<file path="src/rtl/irq_dist_pkg.sv">
package irq_dist_pkg;

  typedef enum logic [3:0] {
    RG_NONE, RG_CTRL, RG_TYPE, RG_RAZ, RG_SETEN, RG_CLREN,
    RG_SETPD, RG_CLRPD, RG_PRIO, RG_TGT, RG_CFG
  } regionE;

  typedef enum logic [1:0] {WK_NONE, WK_SET, WK_CLR, WK_VAL} writeKindE;

  typedef struct packed {
    regionE      region;
    logic [6:0]  wordIdx;
    logic [3:0]  laneMask;
    logic [4:0]  shift;
    logic [31:0] readMask;
    logic [31:0] wdataAligned;
    writeKindE   writeKind;
  } busStrobeT;

endpackage

</file>
<file path="src/rtl/irq_dist_decode.sv">
module irq_dist_decode
  import irq_dist_pkg::*;
#(
  parameter int NUM_LINES = 64
) (
  input  logic        regValid,
  input  logic        regWrite,
  input  logic [11:0] regAddr,
  input  logic [1:0]  regSize,
  input  logic [31:0] regWdata,
  output busStrobeT   strb
);
  localparam int NWORDS = NUM_LINES / 32;

  regionE     region;
  logic [6:0] wIdx;

  always_comb begin
    region = RG_NONE;
    wIdx   = '0;
    if (regValid) begin
      if (regAddr[11:2] == 10'd0) begin
        region = RG_CTRL;
      end else if (regAddr[11:2] == 10'd1) begin
        region = RG_TYPE;
      end else if (regAddr[11:9] == 3'd2) begin
        if (int'(regAddr[8:2]) < NUM_LINES / 4) region = RG_PRIO;
        wIdx = regAddr[8:2];
      end else if (regAddr[11:9] == 3'd3) begin
        if (int'(regAddr[8:2]) < NUM_LINES / 4) region = RG_TGT;
        wIdx = regAddr[8:2];
      end else if (regAddr[11:7] == 5'h10) begin
        if (int'(regAddr[6:2]) < NUM_LINES / 16) region = RG_CFG;
        wIdx = {2'b00, regAddr[6:2]};
      end else begin
        wIdx = {3'b000, regAddr[5:2]};
        case (regAddr[11:6])
          6'd2, 6'd8, 6'd9: region = RG_RAZ;
          6'd4:             region = RG_SETEN;
          6'd5:             region = RG_CLREN;
          6'd6:             region = RG_SETPD;
          6'd7:             region = RG_CLRPD;
          default:          region = RG_NONE;
        endcase
        if (region inside {RG_SETEN, RG_CLREN, RG_SETPD, RG_CLRPD} &&
            int'(regAddr[5:2]) >= NWORDS)
          region = RG_NONE;
      end
    end
  end

  always_comb begin
    strb.region       = region;
    strb.wordIdx      = wIdx;
    strb.shift        = {regAddr[1:0], 3'b000};
    strb.wdataAligned = regWdata << strb.shift;
    case (regSize)
      2'd0: begin
        strb.laneMask = 4'b0001 << regAddr[1:0];
        strb.readMask = 32'h0000_00FF;
      end
      2'd1: begin
        strb.laneMask = 4'b0011 << {regAddr[1], 1'b0};
        strb.readMask = 32'h0000_FFFF;
      end
      default: begin
        strb.laneMask = 4'b1111;
        strb.readMask = 32'hFFFF_FFFF;
      end
    endcase
    strb.writeKind = WK_NONE;
    if (regWrite) begin
      case (region)
        RG_SETEN, RG_SETPD:               strb.writeKind = WK_SET;
        RG_CLREN, RG_CLRPD:               strb.writeKind = WK_CLR;
        RG_CTRL, RG_PRIO, RG_TGT, RG_CFG: strb.writeKind = WK_VAL;
        default:                          strb.writeKind = WK_NONE;
      endcase
    end
  end

endmodule

</file>
<file path="src/rtl/irq_dist_state.sv">
module irq_dist_state
  import irq_dist_pkg::*;
#(
  parameter int NUM_CPUS  = 4,
  parameter int NUM_LINES = 64
) (
  input  logic                       clk,
  input  logic                       rstN,
  input  busStrobeT                  strb,
  input  logic [2:0]                 regCpu,
  output logic [31:0]                regRdata,
  output logic                       globalEn,
  output logic [NUM_CPUS*32-1:0]     bankEnFlat,
  output logic [NUM_CPUS*32-1:0]     bankPendFlat,
  output logic [NUM_LINES-33:0]      shEnOut,
  output logic [NUM_LINES-33:0]      shPendOut,
  output logic [(NUM_LINES-32)*3-1:0] shTgtFlat
);
  localparam int NSH    = NUM_LINES - 32;
  localparam int NSW    = NSH / 32;
  localparam int NSPW   = NSH / 4;
  localparam int NSCW   = NSH / 16;
  localparam logic [31:0] TYPE_VAL =
      (32'(NUM_CPUS - 1) << 5) | 32'(NUM_LINES / 32 - 1);

  logic            ctrlEn;
  logic [31:0]     bankEn   [NUM_CPUS];
  logic [31:0]     bankPend [NUM_CPUS];
  logic [7:0]      bankPri  [NUM_CPUS][32];
  logic [NSH-1:0]  shEn, shPend, shCfg;
  logic [7:0]      shPri [NSH];
  logic [2:0]      shTgt [NSH];

  logic [31:0] curWord, newWord, laneBits, wdMasked;
  logic [7:0]  selfMask;
  int          w;

  function automatic logic [2:0] lowestIdx(input logic [7:0] b);
    logic [2:0] r;
    r = 3'd0;
    for (int i = 7; i >= 0; i--) if (b[i]) r = 3'(i);
    return r;
  endfunction

  assign w        = int'(strb.wordIdx);
  assign selfMask = 8'd1 << regCpu;
  assign laneBits = {{8{strb.laneMask[3]}}, {8{strb.laneMask[2]}},
                     {8{strb.laneMask[1]}}, {8{strb.laneMask[0]}}};
  assign wdMasked = strb.wdataAligned & laneBits;

  // Current word at the decoded address; feeds both reads and merges.
  always_comb begin
    curWord = '0;
    case (strb.region)
      RG_CTRL: curWord = {31'b0, ctrlEn};
      RG_TYPE: curWord = TYPE_VAL;
      RG_SETEN, RG_CLREN: begin
        for (int c = 0; c < NUM_CPUS; c++)
          if (w == 0 && int'(regCpu) == c) curWord = bankEn[c];
        for (int k = 0; k < NSW; k++)
          if (w == k + 1) curWord = shEn[32*k +: 32];
      end
      RG_SETPD, RG_CLRPD: begin
        for (int c = 0; c < NUM_CPUS; c++)
          if (w == 0 && int'(regCpu) == c) curWord = bankPend[c];
        for (int k = 0; k < NSW; k++)
          if (w == k + 1) curWord = shPend[32*k +: 32];
      end
      RG_PRIO: begin
        for (int c = 0; c < NUM_CPUS; c++)
          for (int k = 0; k < 8; k++)
            if (w == k && int'(regCpu) == c)
              curWord = {bankPri[c][4*k+3], bankPri[c][4*k+2],
                         bankPri[c][4*k+1], bankPri[c][4*k]};
        for (int k = 0; k < NSPW; k++)
          if (w == k + 8)
            curWord = {shPri[4*k+3], shPri[4*k+2], shPri[4*k+1], shPri[4*k]};
      end
      RG_TGT: begin
        if (w < 8) curWord = {4{selfMask}};
        for (int k = 0; k < NSPW; k++)
          if (w == k + 8)
            for (int j = 0; j < 4; j++)
              curWord[8*j +: 8] = 8'd1 << shTgt[4*k+j];
      end
      RG_CFG: begin
        if (w < 2) curWord = 32'hAAAA_AAAA;
        for (int k = 0; k < NSCW; k++)
          if (w == k + 2)
            for (int j = 0; j < 16; j++)
              curWord[2*j+1] = shCfg[16*k+j];
      end
      default: curWord = '0;
    endcase
  end

  always_comb begin
    case (strb.writeKind)
      WK_SET:  newWord = curWord | wdMasked;
      WK_CLR:  newWord = curWord & ~wdMasked;
      WK_VAL:  newWord = (curWord & ~laneBits) | wdMasked;
      default: newWord = curWord;
    endcase
  end

  assign regRdata = (curWord >> strb.shift) & strb.readMask;

  always_ff @(posedge clk or negedge rstN) begin
    if (!rstN) begin
      ctrlEn <= 1'b0;
      shEn   <= '0;
      shPend <= '0;
      shCfg  <= '0;
      for (int c = 0; c < NUM_CPUS; c++) begin
        bankEn[c]   <= 32'h0000_FFFF;
        bankPend[c] <= '0;
        for (int i = 0; i < 32; i++) bankPri[c][i] <= '0;
      end
      for (int i = 0; i < NSH; i++) begin
        shPri[i] <= '0;
        shTgt[i] <= '0;
      end
    end else if (strb.writeKind != WK_NONE) begin
      case (strb.region)
        RG_CTRL: ctrlEn <= newWord[0];
        RG_SETEN, RG_CLREN: begin
          for (int c = 0; c < NUM_CPUS; c++)
            if (w == 0 && int'(regCpu) == c) bankEn[c] <= newWord | 32'h0000_FFFF;
          for (int k = 0; k < NSW; k++)
            if (w == k + 1) shEn[32*k +: 32] <= newWord;
        end
        RG_SETPD, RG_CLRPD: begin
          for (int c = 0; c < NUM_CPUS; c++)
            if (w == 0 && int'(regCpu) == c) bankPend[c] <= newWord;
          for (int k = 0; k < NSW; k++)
            if (w == k + 1) shPend[32*k +: 32] <= newWord;
        end
        RG_PRIO: begin
          for (int c = 0; c < NUM_CPUS; c++)
            for (int k = 0; k < 8; k++)
              if (w == k && int'(regCpu) == c)
                for (int j = 0; j < 4; j++) bankPri[c][4*k+j] <= newWord[8*j +: 8];
          for (int k = 0; k < NSPW; k++)
            if (w == k + 8)
              for (int j = 0; j < 4; j++) shPri[4*k+j] <= newWord[8*j +: 8];
        end
        RG_TGT: begin
          for (int k = 0; k < NSPW; k++)
            if (w == k + 8)
              for (int j = 0; j < 4; j++) shTgt[4*k+j] <= lowestIdx(newWord[8*j +: 8]);
        end
        RG_CFG: begin
          for (int k = 0; k < NSCW; k++)
            if (w == k + 2)
              for (int j = 0; j < 16; j++) shCfg[16*k+j] <= newWord[2*j+1];
        end
        default: ;
      endcase
    end
  end

  assign globalEn  = ctrlEn;
  assign shEnOut   = shEn;
  assign shPendOut = shPend;

  for (genvar c = 0; c < NUM_CPUS; c++) begin : g_bankFlat
    assign bankEnFlat[32*c +: 32]   = bankEn[c];
    assign bankPendFlat[32*c +: 32] = bankPend[c];
  end
  for (genvar i = 0; i < NSH; i++) begin : g_tgtFlat
    assign shTgtFlat[3*i +: 3] = shTgt[i];
  end

endmodule

</file>
<file path="src/rtl/irq_dist_pend.sv">
module irq_dist_pend #(
  parameter int NUM_CPUS  = 4,
  parameter int NUM_LINES = 64
) (
  input  logic                        clk,
  input  logic                        rstN,
  input  logic                        globalEn,
  input  logic [NUM_CPUS*32-1:0]      bankEnFlat,
  input  logic [NUM_CPUS*32-1:0]      bankPendFlat,
  input  logic [NUM_LINES-33:0]       shEn,
  input  logic [NUM_LINES-33:0]       shPend,
  input  logic [(NUM_LINES-32)*3-1:0] shTgtFlat,
  output logic [NUM_CPUS-1:0]         cpuPending
);
  localparam int NSH = NUM_LINES - 32;

  logic [NUM_CPUS-1:0] anyPend;
  logic [NSH-1:0]      shLive;

  assign shLive = shPend & shEn;

  for (genvar c = 0; c < NUM_CPUS; c++) begin : g_cpu
    logic [NSH-1:0] tgtHit;
    for (genvar i = 0; i < NSH; i++) begin : g_line
      assign tgtHit[i] = (shTgtFlat[3*i +: 3] == 3'(c));
    end
    assign anyPend[c] = (|(bankPendFlat[32*c +: 32] & bankEnFlat[32*c +: 32])) |
                        (|(shLive & tgtHit));
  end

  always_ff @(posedge clk or negedge rstN) begin
    if (!rstN)         cpuPending <= NUM_CPUS'(1);
    else if (globalEn) cpuPending <= anyPend;
    else               cpuPending <= NUM_CPUS'(1);
  end

endmodule

</file>
<file path="src/rtl/irq_dist_regs.sv">
module irq_dist_regs
  import irq_dist_pkg::*;
#(
  parameter int NUM_CPUS  = 4,
  parameter int NUM_LINES = 64
) (
  input  logic                clk,
  input  logic                rstN,
  input  logic                regValid,
  input  logic                regWrite,
  input  logic [11:0]         regAddr,
  input  logic [1:0]          regSize,
  input  logic [2:0]          regCpu,
  input  logic [31:0]         regWdata,
  output logic [31:0]         regRdata,
  output logic [NUM_CPUS-1:0] cpuPending
);
  localparam int NSH = NUM_LINES - 32;

  busStrobeT                  strb;
  logic                       globalEn;
  logic [NUM_CPUS*32-1:0]     bankEnFlat, bankPendFlat;
  logic [NSH-1:0]             shEn, shPend;
  logic [NSH*3-1:0]           shTgtFlat;

  irq_dist_decode #(.NUM_LINES(NUM_LINES)) u_decode (
    .regValid (regValid),
    .regWrite (regWrite),
    .regAddr  (regAddr),
    .regSize  (regSize),
    .regWdata (regWdata),
    .strb     (strb)
  );

  irq_dist_state #(.NUM_CPUS(NUM_CPUS), .NUM_LINES(NUM_LINES)) u_state (
    .clk          (clk),
    .rstN         (rstN),
    .strb         (strb),
    .regCpu       (regCpu),
    .regRdata     (regRdata),
    .globalEn     (globalEn),
    .bankEnFlat   (bankEnFlat),
    .bankPendFlat (bankPendFlat),
    .shEnOut      (shEn),
    .shPendOut    (shPend),
    .shTgtFlat    (shTgtFlat)
  );

  irq_dist_pend #(.NUM_CPUS(NUM_CPUS), .NUM_LINES(NUM_LINES)) u_pend (
    .clk          (clk),
    .rstN         (rstN),
    .globalEn     (globalEn),
    .bankEnFlat   (bankEnFlat),
    .bankPendFlat (bankPendFlat),
    .shEn         (shEn),
    .shPend       (shPend),
    .shTgtFlat    (shTgtFlat),
    .cpuPending   (cpuPending)
  );

endmodule

</file>
<file path="config.mk">
export PLATFORM = sky130hd
export DESIGN_NAME = irq_dist_regs
export DESIGN_NICKNAME = d
export VERILOG_FILES = /design/src/rtl/irq_dist_pkg.sv /design/src/rtl/irq_dist_decode.sv /design/src/rtl/irq_dist_state.sv /design/src/rtl/irq_dist_pend.sv /design/src/rtl/irq_dist_regs.sv
export SDC_FILE = /design/constraint.sdc
export NUM_CORES = 2
export LEC_CHECK = 0
export BUFFER_PORTS_ARGS = -buffer_cell sky130_fd_sc_hd__buf_4
export CORE_UTILIZATION = 37
export CTS_CLUSTER_SIZE = 25
export DETAILED_ROUTE_END_ITERATION = 16
export PLACE_DENSITY = 0.56
export SETUP_SLACK_MARGIN = 0.3
export SLEW_MARGIN = 20
export SYNTH_ARGS = -nofsm -noshare
export SYNTH_HDL_FRONTEND = slang
export SYNTH_SLANG_ARGS = --single-unit
</file>
<file path="constraint.sdc">
create_clock -name clk -period 5.7 [get_ports clk]
set_clock_uncertainty 0.1 [all_clocks]
set_input_delay 0.855 -clock clk [delete_from_list [all_inputs] [get_ports clk]]
set_output_delay 0.855 -clock clk [all_outputs]
set_load 0.05 [all_outputs]
</file>
==> summary.md <==
| Metric | Value |
|---|---|
| Area Growth Syn to Fin | `34.7%` |
| Vias | `88.5k` |
| Main synth FF type | `dfrtp_1` |
| Largest net degree at the start of global routing | `170` |
| Syn_area_per_cell | `~8.8 um^2` |
| Mapped Cells | `9,402` |
| Comb power frac | `0.084` |
| Final Max Tran Viols | `0` |
| EDFF count, synth | `0` |
| Post-Synthesis Cell Area | `just over 80,000 um^2` |
| Synth Area in Adders | `0` |
| DRC viols | `0` |
| Clk slew on worst S/H paths | `0.06 ns` |
| GRT Max-Usage Layer | `met2` |
| Register area | `~42,000 um^2` |
| Fin. Hold Viols | `0` |
| Ys async rst share | `1.00` |
| Detailed-route vias per instance | `6.40` |
| Global routing met3 resource utilization | `0.121` |
| Maximum buffer depth of the clock tree | `3` |
| Final worst path period need | `6.07 ns` |
| Final nets | `between 10k and 15k` |
| Reg-to-reg startpoint | `u_state.shTgtFlat[80]` |
| Core area | `221,000 um^2` |
| Minimum hold slack | `~0.36 ns` |
| Yosys cell types | `105` |
| Clk sinks | `about 1.7k` |
| DR pass1 iterations | `10` |
| Root buffer cell | `clkbuf_16` |
| CTS tree | `yes` |
| WL final | `524,000 um` |
| Clock power frac | `0.483` |
| Die width | `between 400 and 500 um` |
| Vias in the first global route | `82.8k` |
| GRT Resource Usage Total | `0.460` |
| Placed cell count | `13.3k` |
| Die Area | `225,000 um^2` |
| Met2 global-route usage | `0.679` |
| Sw Share | `0.261` |
| Reg power frac | `0.433` |
| Gp weighted congestion | `1.07` |
| Initial DRC count | `approximately 13k` |
| Failing checks | `setup timing` |
| Sequential fraction of the synthesis area | `0.506` |
| Critical Path RT | `4.74 ns` |
| Mapped Nets | `about 9.5k` |
| # rows | `172` |
| Main combinational cell family by area after synthesis | `compound AO/OA/AOI/OAI gates` |
| Final Worst Setup Slack | `-0.370 ns` |
| Die Y | `approximately 470 um` |
| Synth Register Bits | `roughly 1.7k` |
| Critical Path Source Type | `input port` |
| Critical Path Start | `regAddr[4]` |
| Leak | `48.2 nW` |
| H-tree levels | `4` |
| Met1 Resource Use GR | `0.575` |
| CP Max Fanout | `17` |
| Initial antenna violation count | `33` |
| RSZ-0062 raised after global routing | `yes` |
| Setup CP Type | `input port to output pin` |
| Compound-gate portion of the synthesized area | `0.255` |
| F_max | `165 MHz` |
| Least-Margin Pin Slew | `1.13 ns` |
| Non-Filler Instances | `13.8k` |
| Setup-failing EPs final | `26` |
| Worst min path class | `input port to async pin` |
| Max-cap violations | `0` |
| Most frequent cells in the layout | `nand2_1, o21ai_0, dfrtp_1, buf_4, nor2_1` |
| Net switching power | `0.00715 W` |
| CP endpoint kind | `output pin` |
| Insertion delay to the later sink of the worst-skew pair | `~0.93 ns` |
| Filler cells | `20.6k` |
| Per-cell routed wire length | `37.9 um` |
| Global route overflow | `0` |
| Slew HR | `0.238` |
| DP Wirelength | `397,000 um` |
| Commonest non-fill, non-tap cell in the layout | `nand2_1` |
| TritonCTS buffer count | `around 190` |
| Maximum VDD drop | `roughly 0.35 mV` |
| Simple-Gate Fraction of Synth Area | `0.178` |
| Crit path DAT | `about 5 ns` |
| Synth warn | `0` |
| Port-buffer cells | `88` |
| Synth Area in XOR/XNOR | `0` |
| Pwr Density | `~250 nW/um^2` |
| Ports | `89` |
| Initial Util | `0.374` |
| Mux cell area share after synthesis | `0.0160` |
| Final worst path period share | `1.06` |
| First-pass GRT wire length | `around 710,000 um` |
| Final ANT Viol Nets | `0` |
| Share of cells above drive strength 1 | `0.262` |
| Outcome | `finished with violations` |
| Setup_tns | `-5.19 ns` |
| Area occupied by multi-input gates | `40,100 um^2` |
| Internal power | `0.0202 W` |
[kinds of logic (layout without fill, tap and decap cells)]
family	after synthesis	count (layout)
flip-flops	1669	1669
buffers and inverters	927	2388
AO/OA/AOI/OAI	3343	3343
other	0	18
AND/OR/NAND/NOR	3337	3337
multiplexers	126	126
[metrics by stage]
stage / area, um^2 / total power [W] / util / setup WS [ns]
3_5_place_dp: 100000 / 0.0141 / 0.454 / -1.25
5_1_grt: 111000 / 0.0279 / 0.504 / -0.307
3_3_place_gp: 100000 / 0.0141 / 0.454 / -1.79
4_1_cts: 110000 / 0.0273 / 0.498 / -0.219
6_report: 111000 / 0.0274 / 0.504 / -0.370
2_1_floorplan: 82600 / 0.0126 / - / 0.144
[metal layers]
layer / share of wire / routed length, um
met2: 0.42 / 221000
met5: 0.00030 / 157
met3: 0.11 / 56700
met4: 0.095 / 50000
met1: 0.37 / 196000
[final timing paths]
| kind | endpoint | slack [ns] | depth (start not counted) |
|---|---|---|---|
| setup / recovery | regRdata[9] | -0.37 | 19 |
| hold / removal | u_state.bankPendFlat[126] | 0.36 | 2 |
| setup reg to reg | u_state.bankPri[301] | 1.15 | 13 |
| hold reg to reg | u_state.bankPri[828] | 0.38 | 2 |
| max in group asynchronous | u_state.bankPri[400] | 3.28 | 3 |
| min in group clk | u_state.bankPri[828] | 0.38 | 2 |
[cell type report]
| type | count | area share |
|---|---|---|
| antenna | 18 | 0.000405 |
| clock buffer | 289 | 0.0509 |
| tap | 2958 | 0.0333 |
| sequential | 1669 | 0.376 |
| clock inverter | 59 | 0.00894 |
| inverter | 60 | 0.00203 |
| multi-input combinational | 6806 | 0.360 |
| timing repair buffer | 1980 | 0.168 |
[power groups by stage]
stage	registers [W]	clock network (W)	logic, W
final	0.0118	0.0132	0.00230
after global routing	0.0118	0.0137	0.00231
after CTS	0.0119	0.0133	0.00216
after detailed placement	0.0121	0	0.00203
after global placement	0.0121	0	0.00203
after floorplan	0.0121	0	0.000556
[Yosys cell counts, types with 23 or more instances]
library cell | count | area [um^2]
and2_1 | 48 | 300
and4_1 | 24 | 210
nand3_1 | 227 | 1140
dfrtp_1 | 1668 | 41700
or3_1 | 44 | 275
buf_1 | 51 | 191
a211oi_1 | 66 | 495
nor3_1 | 157 | 786
a2111oi_0 | 52 | 455
o32ai_1 | 24 | 210
o2111ai_1 | 39 | 342
nand2_1 | 1990 | 7470
a32oi_1 | 23 | 201
a222oi_1 | 31 | 310
a21oi_1 | 274 | 1370
a22o_1 | 55 | 482
and3_1 | 50 | 313
mux2_2 | 45 | 507
clkbuf_1 | 712 | 2670
o221ai_1 | 66 | 578
nand4_1 | 85 | 532
o31ai_1 | 46 | 345
nand2b_1 | 53 | 332
mux2i_1 | 81 | 811
a31oi_1 | 90 | 563
o22ai_1 | 108 | 676
a21o_1 | 24 | 180
o211ai_1 | 56 | 420
nor4_1 | 91 | 569
o21ai_0 | 1749 | 8750
nor2b_1 | 45 | 282
a221oi_1 | 107 | 937
o21ai_1 | 33 | 165
a221o_1 | 62 | 621
buf_2 | 83 | 415
o21a_1 | 30 | 225
a22oi_1 | 149 | 1120
inv_1 | 58 | 218
nor2_1 | 398 | 1490
[worst max-delay path, cell delays in order]
cell      delay (ns)
buf_12          0.12
buf_8           0.13
buf_12          0.13
buf_6           0.14
buf_12          0.17
nand4b_1        0.56
buf_6           0.34
a31o_2          0.23
a21oi_1         0.23
a221oi_1        0.09
buf_4           0.15
o21ai_0         0.38
buf_4           0.26
a21oi_2         0.09
o41ai_4         0.43
buf_12          0.19
nor2_1          0.07
o41ai_4         0.30
buf_6           0.21
[state kept, by name, indices dropped and copies added (netlist names)]
signal / flops
u_state.bankPri: 1024
u_state.shPri: 256
u_state.bankPendFlat: 128
u_state.shTgtFlat: 96
u_state.bankEnFlat: 64
u_state.shCfg: 32
u_state.shEnOut: 32
u_state.shPendOut: 32
u_pend.cpuPending: 4
u_state.globalEn: 1
[repair_timing]
| action | in CTS | in global routing |
|---|---|---|
| gates resized for setup | 422 | 178 |
| pin swaps | 94 | 91 |
| hold buffers | 1 | 0 |
| endpoints found under the setup margin | 218 | 64 |
| buffers inserted | 86 | 43 |
| gates cloned | 6 | 3 |
| endpoints found under the hold margin | 69 | 0 |
Power figures use the tool's default switching activity.
